<file path="src/rtl/interp3_pkg.sv">
`timescale 1ns/1ps
package interp3_pkg;
    typedef enum logic [1:0] {
        ST_IDLE  = 2'd0,
        ST_RUN_I = 2'd1,
        ST_RUN_Q = 2'd2
    } shaper_state_t;
endpackage

</file>
<file path="src/rtl/interp3_coefs.sv">
`timescale 1ns/1ps
module interp3_coefs #(
    parameter int NTAPS  = 36,
    parameter int COEF_W = 16,
    parameter int AW     = 6
) (
    input  logic                     clk,
    input  logic                     rst_n,
    input  logic                     wr_en,
    input  logic [AW-1:0]            wr_addr,
    input  logic signed [COEF_W-1:0] wr_data,
    input  logic                     load,
    input  logic [AW-1:0]            rd_addr,
    output logic signed [COEF_W-1:0] rd_data
);
    logic signed [COEF_W-1:0] shadow [NTAPS];
    logic signed [COEF_W-1:0] active [NTAPS];

    always_ff @(posedge clk) begin
        if (!rst_n) begin
            for (int j = 0; j < NTAPS; j++) begin
                shadow[j] <= '0;
                active[j] <= '0;
            end
        end else begin
            if (wr_en && (int'(wr_addr) < NTAPS))
                shadow[wr_addr] <= wr_data;
            if (load)
                for (int j = 0; j < NTAPS; j++)
                    active[j] <= shadow[j];
        end
    end

    always_comb begin
        rd_data = '0;
        if (int'(rd_addr) < NTAPS)
            rd_data = active[rd_addr];
    end

    AST_WR_ADDR_RANGE: assert property (@(posedge clk) disable iff (!rst_n)
        wr_en |-> (int'(wr_addr) < NTAPS));
    AST_RD_ADDR_RANGE: assert property (@(posedge clk) disable iff (!rst_n)
        (int'(rd_addr) < NTAPS));
endmodule

</file>
<file path="src/rtl/interp3_taps.sv">
`timescale 1ns/1ps
module interp3_taps #(
    parameter int DEPTH  = 12,
    parameter int DATA_W = 16,
    parameter int KW     = 4
) (
    input  logic                     clk,
    input  logic                     rst_n,
    input  logic                     shift,
    input  logic signed [DATA_W-1:0] new_i,
    input  logic signed [DATA_W-1:0] new_q,
    input  logic [KW-1:0]            sel,
    output logic signed [DATA_W-1:0] tap_i,
    output logic signed [DATA_W-1:0] tap_q
);
    logic signed [DATA_W-1:0] line_i [DEPTH];
    logic signed [DATA_W-1:0] line_q [DEPTH];

    always_ff @(posedge clk) begin
        if (!rst_n) begin
            for (int j = 0; j < DEPTH; j++) begin
                line_i[j] <= '0;
                line_q[j] <= '0;
            end
        end else if (shift) begin
            line_i[0] <= new_i;
            line_q[0] <= new_q;
            for (int j = 1; j < DEPTH; j++) begin
                line_i[j] <= line_i[j-1];
                line_q[j] <= line_q[j-1];
            end
        end
    end

    always_comb begin
        tap_i = '0;
        tap_q = '0;
        if (int'(sel) < DEPTH) begin
            tap_i = line_i[sel];
            tap_q = line_q[sel];
        end
    end

    AST_HISTORY_HELD: assert property (@(posedge clk) disable iff (!rst_n)
        !shift |=> $stable(line_i[DEPTH-1]) && $stable(line_q[0]));
    AST_NEWEST_ENTERS: assert property (@(posedge clk) disable iff (!rst_n)
        shift |=> (line_i[0] == $past(new_i)) && (line_q[0] == $past(new_q)));
endmodule

</file>
<file path="src/rtl/interp3_mac.sv">
`timescale 1ns/1ps
module interp3_mac #(
    parameter int DATA_W = 16,
    parameter int COEF_W = 16,
    parameter int ACC_W  = 40,
    parameter int FRAC_W = 15
) (
    input  logic                     clk,
    input  logic                     rst_n,
    input  logic                     en,
    input  logic                     first,
    input  logic signed [COEF_W-1:0] coef,
    input  logic signed [DATA_W-1:0] smp,
    output logic signed [DATA_W-1:0] result
);
    localparam int PROD_W = DATA_W + COEF_W;
    localparam logic signed [ACC_W-1:0] MAXV = (ACC_W'(1) <<< (DATA_W-1)) - ACC_W'(1);
    localparam logic signed [ACC_W-1:0] MINV = -(ACC_W'(1) <<< (DATA_W-1));
    localparam logic signed [ACC_W-1:0] HALF = ACC_W'(1) <<< (FRAC_W-1);

    logic signed [PROD_W-1:0] prod;
    logic signed [ACC_W-1:0]  prod_x, acc, sum_now, biased, shifted;

    always_comb begin
        prod    = coef * smp;
        prod_x  = {{(ACC_W-PROD_W){prod[PROD_W-1]}}, prod};
        sum_now = (first ? '0 : acc) + prod_x;
        biased  = sum_now + HALF;
        shifted = biased >>> FRAC_W;
        if (shifted > MAXV)
            result = MAXV[DATA_W-1:0];
        else if (shifted < MINV)
            result = MINV[DATA_W-1:0];
        else
            result = shifted[DATA_W-1:0];
    end

    always_ff @(posedge clk) begin
        if (!rst_n)
            acc <= '0;
        else if (en)
            acc <= sum_now;
    end

    AST_ACC_NO_WRAP: assert property (@(posedge clk) disable iff (!rst_n)
        (en && !first && (acc[ACC_W-1] == prod_x[ACC_W-1]))
            |-> (sum_now[ACC_W-1] == acc[ACC_W-1]));
endmodule

</file>
<file path="src/rtl/interp3_shaper.sv">
`timescale 1ns/1ps
module interp3_shaper #(
    parameter int DATA_W = 16,
    parameter int COEF_W = 16,
    parameter int NTAPS  = 36,
    parameter int FACTOR = 3,
    parameter int ACC_W  = 40,
    parameter int FRAC_W = 15
) (
    input  logic                     clk,
    input  logic                     rst_n,
    input  logic                     in_valid,
    input  logic signed [DATA_W-1:0] in_i,
    input  logic signed [DATA_W-1:0] in_q,
    input  logic                     cw_en,
    input  logic [5:0]               cw_addr,
    input  logic signed [COEF_W-1:0] cw_data,
    output logic                     out_valid,
    output logic signed [DATA_W-1:0] out_i,
    output logic signed [DATA_W-1:0] out_q,
    output logic                     overflow
);
    import interp3_pkg::*;

    localparam int TPP = NTAPS / FACTOR;
    localparam int KW  = $clog2(TPP);
    localparam int PW  = $clog2(FACTOR);
    localparam int AW  = 6;

    shaper_state_t state, nstate;
    logic [KW-1:0] k;
    logic [PW-1:0] phase;
    logic last_tap, last_phase, fin, busy, accept, drop;
    logic [AW-1:0] coef_addr;
    logic signed [COEF_W-1:0] coef;
    logic signed [DATA_W-1:0] tap_i, tap_q, smp, mac_res, hold_i;

    assign last_tap   = (k == KW'(TPP-1));
    assign last_phase = (phase == PW'(FACTOR-1));
    assign fin        = (state == ST_RUN_Q) && last_tap && last_phase;
    assign busy       = (state != ST_IDLE) && !fin;
    assign accept     = in_valid && !busy;
    assign drop       = in_valid && busy;
    assign coef_addr  = AW'(FACTOR * int'(k) + int'(phase));
    assign smp        = (state == ST_RUN_Q) ? tap_q : tap_i;

    interp3_coefs #(.NTAPS(NTAPS), .COEF_W(COEF_W), .AW(AW)) u_coefs (
        .clk(clk), .rst_n(rst_n), .wr_en(cw_en), .wr_addr(cw_addr),
        .wr_data(cw_data), .load(accept), .rd_addr(coef_addr), .rd_data(coef)
    );

    interp3_taps #(.DEPTH(TPP), .DATA_W(DATA_W), .KW(KW)) u_taps (
        .clk(clk), .rst_n(rst_n), .shift(accept), .new_i(in_i), .new_q(in_q),
        .sel(k), .tap_i(tap_i), .tap_q(tap_q)
    );

    interp3_mac #(.DATA_W(DATA_W), .COEF_W(COEF_W), .ACC_W(ACC_W), .FRAC_W(FRAC_W)) u_mac (
        .clk(clk), .rst_n(rst_n), .en(state != ST_IDLE), .first(k == '0),
        .coef(coef), .smp(smp), .result(mac_res)
    );

    // state register
    always_ff @(posedge clk) begin
        if (!rst_n) state <= ST_IDLE;
        else        state <= nstate;
    end

    // transitions: start, i_done, next_phase, chain, finish
    always_comb begin
        nstate = state;
        unique case (state)
            ST_IDLE:  if (accept) nstate = ST_RUN_I;
            ST_RUN_I: if (last_tap) nstate = ST_RUN_Q;
            ST_RUN_Q: if (last_tap) begin
                if (!last_phase)  nstate = ST_RUN_I;
                else if (accept)  nstate = ST_RUN_I;
                else              nstate = ST_IDLE;
            end
            default:  nstate = ST_IDLE;
        endcase
    end

    // counters and outputs
    always_ff @(posedge clk) begin
        if (!rst_n) begin
            k         <= '0;
            phase     <= '0;
            hold_i    <= '0;
            out_i     <= '0;
            out_q     <= '0;
            out_valid <= 1'b0;
            overflow  <= 1'b0;
        end else begin
            out_valid <= 1'b0;
            if (drop) overflow <= 1'b1;
            unique case (state)
                ST_IDLE: ;
                ST_RUN_I: begin
                    k <= last_tap ? '0 : k + KW'(1);
                    if (last_tap) hold_i <= mac_res;
                end
                ST_RUN_Q: begin
                    k <= last_tap ? '0 : k + KW'(1);
                    if (last_tap) begin
                        out_i     <= hold_i;
                        out_q     <= mac_res;
                        out_valid <= 1'b1;
                        phase     <= last_phase ? '0 : phase + PW'(1);
                    end
                end
                default: ;
            endcase
            if (accept) begin
                k     <= '0;
                phase <= '0;
            end
        end
    end

    AST_ONE_CYCLE_STROBE: assert property (@(posedge clk) disable iff (!rst_n)
        out_valid |=> !out_valid);
    AST_STROBE_FROM_Q: assert property (@(posedge clk) disable iff (!rst_n)
        $rose(out_valid) |-> ($past(state) == ST_RUN_Q));
    AST_DROP_FLAGGED: assert property (@(posedge clk) disable iff (!rst_n)
        drop |=> overflow);
    AST_FLAG_STICKY: assert property (@(posedge clk) disable iff (!rst_n)
        overflow |=> overflow);
    AST_CLEAN_START: assert property (@(posedge clk) disable iff (!rst_n)
        accept |=> (state == ST_RUN_I) && (k == '0) && (phase == '0));
    AST_PHASE_BOUND: assert property (@(posedge clk) disable iff (!rst_n)
        (phase <= PW'(FACTOR-1)));
endmodule

</file>
<file path="config.mk">
export PLATFORM = sky130hd
export DESIGN_NAME = interp3_shaper
export DESIGN_NICKNAME = d
export VERILOG_FILES = /design/src/rtl/interp3_pkg.sv /design/src/rtl/interp3_coefs.sv /design/src/rtl/interp3_taps.sv /design/src/rtl/interp3_mac.sv /design/src/rtl/interp3_shaper.sv
export SDC_FILE = /design/constraint.sdc
export NUM_CORES = 2
export LEC_CHECK = 0
export BUFFER_PORTS_ARGS = -buffer_cell sky130_fd_sc_hd__buf_2
export CORE_ASPECT_RATIO = 1.2
export CORE_MARGIN = 5
export CORE_UTILIZATION = 50
export DETAILED_ROUTE_END_ITERATION = 10
export PLACE_DENSITY_LB_ADDON = 0.12
export SKIP_CTS_REPAIR_TIMING = 1
export SYNTH_ARGS = -nofsm -noshare
export SYNTH_HDL_FRONTEND = slang
export SYNTH_SLANG_ARGS = --single-unit
</file>
<file path="constraint.sdc">
create_clock -name clk -period 65.2 [get_ports clk]
set_clock_uncertainty 0.2 [all_clocks]
set_input_delay 3.26 -clock clk [delete_from_list [all_inputs] [get_ports clk]]
set_output_delay 3.26 -clock clk [all_outputs]
set_load 0.05 [all_outputs]
</file>
## Yosys cells after proc, flatten, opt, wreduce, memory -nomap -nowiden

Memories as Yosys holds them, arrays and structs flattened. A register that Yosys moved wholly into a read port is not among the register bits.
Index checks and enable logic that the tools add are counted.

| storage, ports and cells | value |
|---|---|
| register bits | 98 |
| memory bits (writable) | 1,536 |
| bits of input ports | 58 |
| output and inout bits | 34 |
| word-level logic and storage cells | 201 |
| memories kept | 4 |

Memory list:

| name | depth | width | read ports | clocked after Yosys merged registers in | write ports | line | source |
|---|---|---|---|---|---|---|---|
| u_coefs.active | 36 | 16 | 1 | 0 | 36 | interp3_coefs.sv:17 | `logic signed [COEF_W-1:0] active [NTAPS];` |
| u_coefs.shadow | 36 | 16 | 36 | 0 | 36 | interp3_coefs.sv:16 | `logic signed [COEF_W-1:0] shadow [NTAPS];` |
| u_taps.line_i | 12 | 16 | 12 | 1 | 12 | interp3_taps.sv:16 | `logic signed [DATA_W-1:0] line_i [DEPTH];` |
| u_taps.line_q | 12 | 16 | 12 | 1 | 12 | interp3_taps.sv:17 | `logic signed [DATA_W-1:0] line_q [DEPTH];` |

| operators by class | value |
|---|---|
| add/subtract/negate cells | 5 |
| multipliers | 2 |
| $lt $le $gt $ge | 5 |
| equality and inequality tests | 7 |
| multiplexer cells | 90 |
| bitwise operators | 61 |
| reduce and logical (&&, ||, !) cells | 18 |

Operator list:

| cell | count |
|---|---|
| $mux W16 | 67 |
| $or A1 B1 Y1 | 60 |
| $add A40 B16 Y40 const B | 1 |
| $add A40 B40 Y40 | 1 |
| $mux W40 | 1 |
| $mul A16 B16 Y32 | 1 |
| $gt A25 B16 Y1 const B | 1 |
| $lt A25 B16 Y1 const B | 1 |
| $mux W4 | 5 |
| $reduce_or A16 Y1 | 1 |
| $lt A6 B6 Y1 const B | 2 |
| $mux W1 | 11 |
| $mux W2 | 4 |
| $add A6 B2 Y6 | 1 |
| $logic_and A1 B1 Y1 | 6 |
| $mul A2 B4 Y6 const A | 1 |
| $mux W6 | 1 |
| $ne A2 B2 Y1 const B | 3 |
| $pmux W2 S3 | 1 |
| $reduce_and A2 Y1 | 3 |
| $add A4 B1 Y4 const B | 1 |
| $eq A2 B2 Y1 const B | 2 |
| $eq A4 B4 Y1 const B | 1 |
| $logic_not A4 Y1 | 1 |
| other kinds (9) | 11 |

## Logic depth before layout (Yosys ltp)

| logic depth | value |
|---|---|
| depth after elaboration | 11 |
| gate-level depth with buffers | 55 |
| depth with buffers taken out | 49 |

## Modules after synthesis

A second synthesis with hierarchy kept.

| unflattened totals | value |
|---|---|
| cells, all modules | 6,191 |
| area total of the unflattened synthesis | 83,020.9 um^2 |

Modules (own cells, without submodules):

| module | instances | cells an instance | area each (um^2) | sequential area each (um^2) |
|---|---|---|---|---|
| interp3_coefs | 1 | 3,011 | 47,957.2 | 34,593.2 |
| interp3_taps | 1 | 1,078 | 17,166.5 | 11,531.1 |
| interp3_mac | 1 | 1,780 | 15,123.3 | 800.8 |
| interp3_shaper | 1 | 322 | 2,773.9 | 1,161.1 |

## Worst setup path before layout

No wires, ideal clock.

| timing | value |
|---|---|
| path type | input to register |
| start | input port in_valid |
| end | register (tool-made name) |
| setup time | 1.870 ns |
| arrival | 46.293 ns |
| data required time | 63.130 ns |
| setup slack | 16.838 ns |
| stages on the path | 3 |
| path buffers | 0 |
| path through | inv_1 -> o21ai_1 -> nor2_1 |

RTL lines:

| what | line | source |
|---|---|---|
| from (decl) | interp3_shaper.sv:12 | `input logic in_valid,` |

## Worst setup path after layout

| timing | value |
|---|---|
| start | register k[0] |
| end | register hold_i[6] |

| on the way | value |
|---|---|
| word-level cells in the longest chain between the ends | 10 |
| elaborated cells between the ends (all ways) | 20 |
| classes of those cells | add/sub: 3; mul: 2; order compare: 4; eq/ne: 1; mux: 7; reduce/logical: 2; memory: 1 |

RTL lines:

| what | line | source |
|---|---|---|
| from (decl) | interp3_shaper.sv:31 | `logic [KW-1:0] k;` |
| from (signal assigned) | interp3_shaper.sv:99 | `k <= last_tap ? '0 : k + KW'(1);` |
| from (signal assigned) | interp3_shaper.sv:103 | `k <= last_tap ? '0 : k + KW'(1);` |
| $mul A2 B4 Y6 | interp3_shaper.sv:44 | `assign coef_addr = AW'(FACTOR * int'(k) + int'(phase));` |
| $add A6 B2 Y6 | interp3_shaper.sv:44 |  |
| $mem_v2 Z36 W16 / $lt A6 B6 Y1 (equally long branches) | n/a |  |
| $mux W16 | interp3_coefs.sv:36 | `if (int'(rd_addr) < NTAPS)` |
| $mul A16 B16 Y32 | interp3_mac.sv:25 | `prod = coef * smp;` |
| $add A40 B40 Y40 | interp3_mac.sv:27 | `sum_now = (first ? '0 : acc) + prod_x;` |
| $add A40 B16 Y40 | interp3_mac.sv:28 | `biased = sum_now + HALF;` |
| $lt A25 B16 Y1 | interp3_mac.sv:32 | `else if (shifted < MINV)` |
| $mux W16 | interp3_mac.sv:32 |  |
| $mux W16 | interp3_mac.sv:30 | `if (shifted > MAXV)` |
| to (signal assigned) | interp3_shaper.sv:100 | `if (last_tap) hold_i <= mac_res;` |
| to (decl) | interp3_shaper.sv:36 | `logic signed [DATA_W-1:0] tap_i, tap_q, smp, mac_res, hold_i;` |

Several ways; a longest one is shown, not always the timed one.
A chain may end at the register's enable or synchronous reset.

==> qor.csv <==
stage,metric,value,unit
drt,DRC violation count after routing,0,
finish,number of standard cells in the final layout excluding fillers,8135,
min_path,number of instances on the worst hold path,2,
min_path,path category of the worst min-delay check,register to register,
synth,Cell variety after synth,92,
finish,layout-stage area growth over the synthesis result,9.836,%
drt,final antenna-violating net count,0,
global_route,initial antenna violation count,10,
global_route,via count of the first global-routing pass,46742,
setup_path,Critical R2R Capture,hold_i[6]$_SDFFE_PN0P_,
drt,First DRT Iteration DRCs,3355,
setup_path,critical path start-end classification,register to register,
synth,share of async-settable or async-resettable flops after synthesis,0,%
drt,detailed-route via count,44670,
global_route,largest net degree at the start of global routing,212,
timing,max-slew violation count,0,
timing,Final Cycle Share,23.39,%
setup_path,CP top delay family,adder cells,
global_route,gr ovfl total,0,
setup_path,arrival time at the worst endpoint,15.74,ns
clock_tree,clock transition time at the flip-flop clock pins of the worst setup and hold paths,0.06,ns
status,result of the run,finished clean,
synth,Synth Net Count,6315,
synth,sequential cell area fraction in the yosys report,58.85,%
clock_tree,cell at the root of the clock tree,clkbuf_16,
setup_path,maximum fanout encountered on the critical timing path,36,
synth,most area-consuming cells after synthesis,"edfxtp_1 56%, and2_1 12%, mux4_2 7.9%",
setup_path,Buffers & Inverters on Critical Path,9,
synth,total number of yosys warnings,0,
min_path,end point of the most critical hold path,out_i[4]$_SDFFE_PN0P_,
clock_tree,Sink Count,1638,
timing,sum of negative setup slack,0,ns
drt,number of search-and-repair iterations in the first detailed-routing pass,7,
drt,Post-Route WL,187300,µm
placement,Port-buffer cells,91,
setup_path,category of the worst setup path capture point,register,
drt,met2 WL post-DR,98430,µm
setup_path,delay of the slowest cell on the worst path,0.71,ns
placement,hpwl dp,115900,µm
setup_path,Crit-path slowest cell,ha_4,
placement,placer's final routability congestion estimate,0.8447,
synth,synthesis-stage register bit count,1638,
setup_path,R2R setup slack,49.95,ns
timing,hold violation count in the final report,0,
flow_run,MaxCap Viol Count,0,
placement,pre-CTS setup slack,49.95,ns
floorplanning,area of the placeable core,162600,µm²
global_route,total global routing track utilization,22.17,%
drt,Avg WL per Cell,23.03,µm
floorplanning,total number of placement rows,162,
drt,Max Used Layer,met4,
drt,wire length on met3,8156,µm
synth,top-area cell type share of the netlist area,56.36,%
setup_path,CP most frequent cell,fa_1,
clock_tree,Clock H-tree levels,4,
timing,Final WS setup,49.95,ns
clock_tree,number of buffers on the longest clock path,3,
timing,RSZ-0062 raised after global routing,no,
synth,Cells after Synth,5855,
clock_tree,total CTS buffers,168,
floorplanning,Chip Height,453.2,µm
timing,worst-margin pin slew,1.309,ns
floorplanning,number of primary I/O pins,92,
timing,final setup violating endpoints,0,
drt,vias per std cell,5.491,
floorplanning,starting utilization of the core area,50.35,%
setup_path,depth of the worst register-to-register path,49,
clock_tree,clock tree from TritonCTS,built,
drt,M1 wire length,76170,µm
synth,leading area contributor after synthesis,edfxtp_1,
finish,Final Net Count,6324,
setup_path,startpoint of the worst register-to-register path,k[0]$_SDFFE_PP0N_,
global_route,wire length of the first global-routing pass,287700,µm
synth,per-instance average area after synthesis,13.98,µm²
finish,share of final-layout standard cells stronger than drive strength 1,13.43,%
min_path,startpoint of the worst hold path,out_i[4]$_SDFFE_PN0P_,
timing,Final min period,15.25,ns
placement,instance count after placement with tap cells included,7826,
timing,Max Fclk,0.06556,GHz
timing,Worst Hold Slack,0.2651,ns
timing,Relative slew margins,12.38,%
floorplanning,Die Outline Area,171900,µm²
clock_tree,clock latency on the worst-skew pair,0.80,ns
floorplanning,horizontal die dimension,379.3,µm
setup_path,CP Data Required Time,65.68,ns
setup_path,startpoint types,register,
synth,most instantiated flip-flop cell in the synthesis netlist,edfxtp_1,
synth,"Cell Area, Synth",81840,µm²
synth,"EDFF count, synth",1536,
## cell type report
type                    instances  area, µm²
diodes                          3      7.507
clock buffers                 210       4436
clock inverters                96      827.0
fillers                     13226      72670
inverters                     325       1220
multi-input cells            3528      31190
flip-flops and latches       1638      48180
well taps                    2132       2668
repair buffers                203       1365
## registers in the layout, indices dropped and copies added, names as in the netlist, named ones only
| register | flops |
|---|---|
| u_coefs.active | 576 |
| u_coefs.shadow | 576 |
| u_taps.line_i | 192 |
| u_taps.line_q | 192 |
| u_mac.acc | 40 |
| hold_i | 16 |
| out_i | 16 |
| out_q | 16 |
| k | 4 |
| phase | 2 |
| state | 2 |
| out_valid | 1 |
| overflow | 1 |
## worst register-to-register path: cells and delay by family (launching register included)
kind	cells	cell delay (ns)
muxes	3	1.44
AOI/OAI and AO/OA	14	4.00
xor gates and xnor gates	1	0.14
buffers and inverters	9	1.96
adders and majority gates	10	5.11
and+or+nand+nor	12	1.87
DFF	1	0.45
## kinds of logic after synthesis
family,count (synthesis),synth area share [%]
simple gates,2280,16.34
xor+xnor,83,0.9310
buf+inv,689,3.203
compound gates,425,3.564
fa+ha+maj,403,8.598
mux,337,8.511
flops,1638,58.85
## layer usage
metal	up-vias	global-route usage, %
met2	958	39.83
met5	-	0
met3	256	3.013
met1	22965	28.46
li1	20491	-
met4	0	5.688
## Yosys cell counts (all sizes together) (28+ instances only)
master	instances
nand2b	59
nor2	220
o21a	39
clkbuf	325
a21oi	85
mux2i	49
fa	266
buf	39
o21ai	100
a21o	28
mux4	287
inv	325
and2	1624
edfxtp	1536
dfxtp	102
nand2	158
nor2b	82
xnor2	56
ha	136
## stage by stage
stage | utilization, % | instance area [µm²]
final | 55.30 | 89890
after CTS | 55.29 | 89890
after detailed placement | 52.06 | 84620
after global routing | 55.29 | 89890
after global placement | 52.06 | 84620
after floorplan | - | 81840
## placed cells by master (no fill, tap or decap), types with 12 or more instances in the layout
cell type and n:
and2_1 1622, nor2b_1 81, nand3_1 27, o21ai_1 37
o21bai_1 13, nand2b_1 59, mux2i_1 49, bufinv_16 12
clkbuf_16 171, buf_4 107, xnor2_1 54, or2_2 22
clkinv_2 30, nand2_1 158, clkinv_1 39, dfxtp_1 99
o21ai_0 56, mux4_2 287, a21o_1 28, nor2_1 213
inv_1 325, a21oi_1 80, ha_1 131, a21boi_0 21
nand4_1 14, and3_1 12, o21a_1 39, buf_2 90
a211o_1 12, fa_1 265, clkbuf_1 38, nor3_1 21
o31a_1 27, xor2_1 24, edfxtp_1 1536, a31oi_1 12
## worst max path at each step
| stage | startpoint | end | slack (ns) | cells past startpoint |
|---|---|---|---|---|
| finish | k[0]$_SDFFE_PP0N_ | hold_i[6]$_SDFFE_PN0P_ | 49.95 | 49 |
| global route | k[0]$_SDFFE_PP0N_ | hold_i[12]$_SDFFE_PN0P_ | 48.90 | 49 |
| CTS | k[0]$_SDFFE_PP0N_ | hold_i[6]$_SDFFE_PN0P_ | 49.96 | 49 |
| detailed placement | k[0]$_SDFFE_PP0N_ | hold_i[6]$_SDFFE_PN0P_ | 49.95 | 49 |
| global placement | k[0]$_SDFFE_PP0N_ | hold_i[14]$_SDFFE_PN0P_ | 50.02 | 49 |
| floorplan | in_valid | register | 16.84 | 3 |
Power is not shown: default switching activity piles up to over one toggle a cycle in this logic, so the estimate is an artifact.
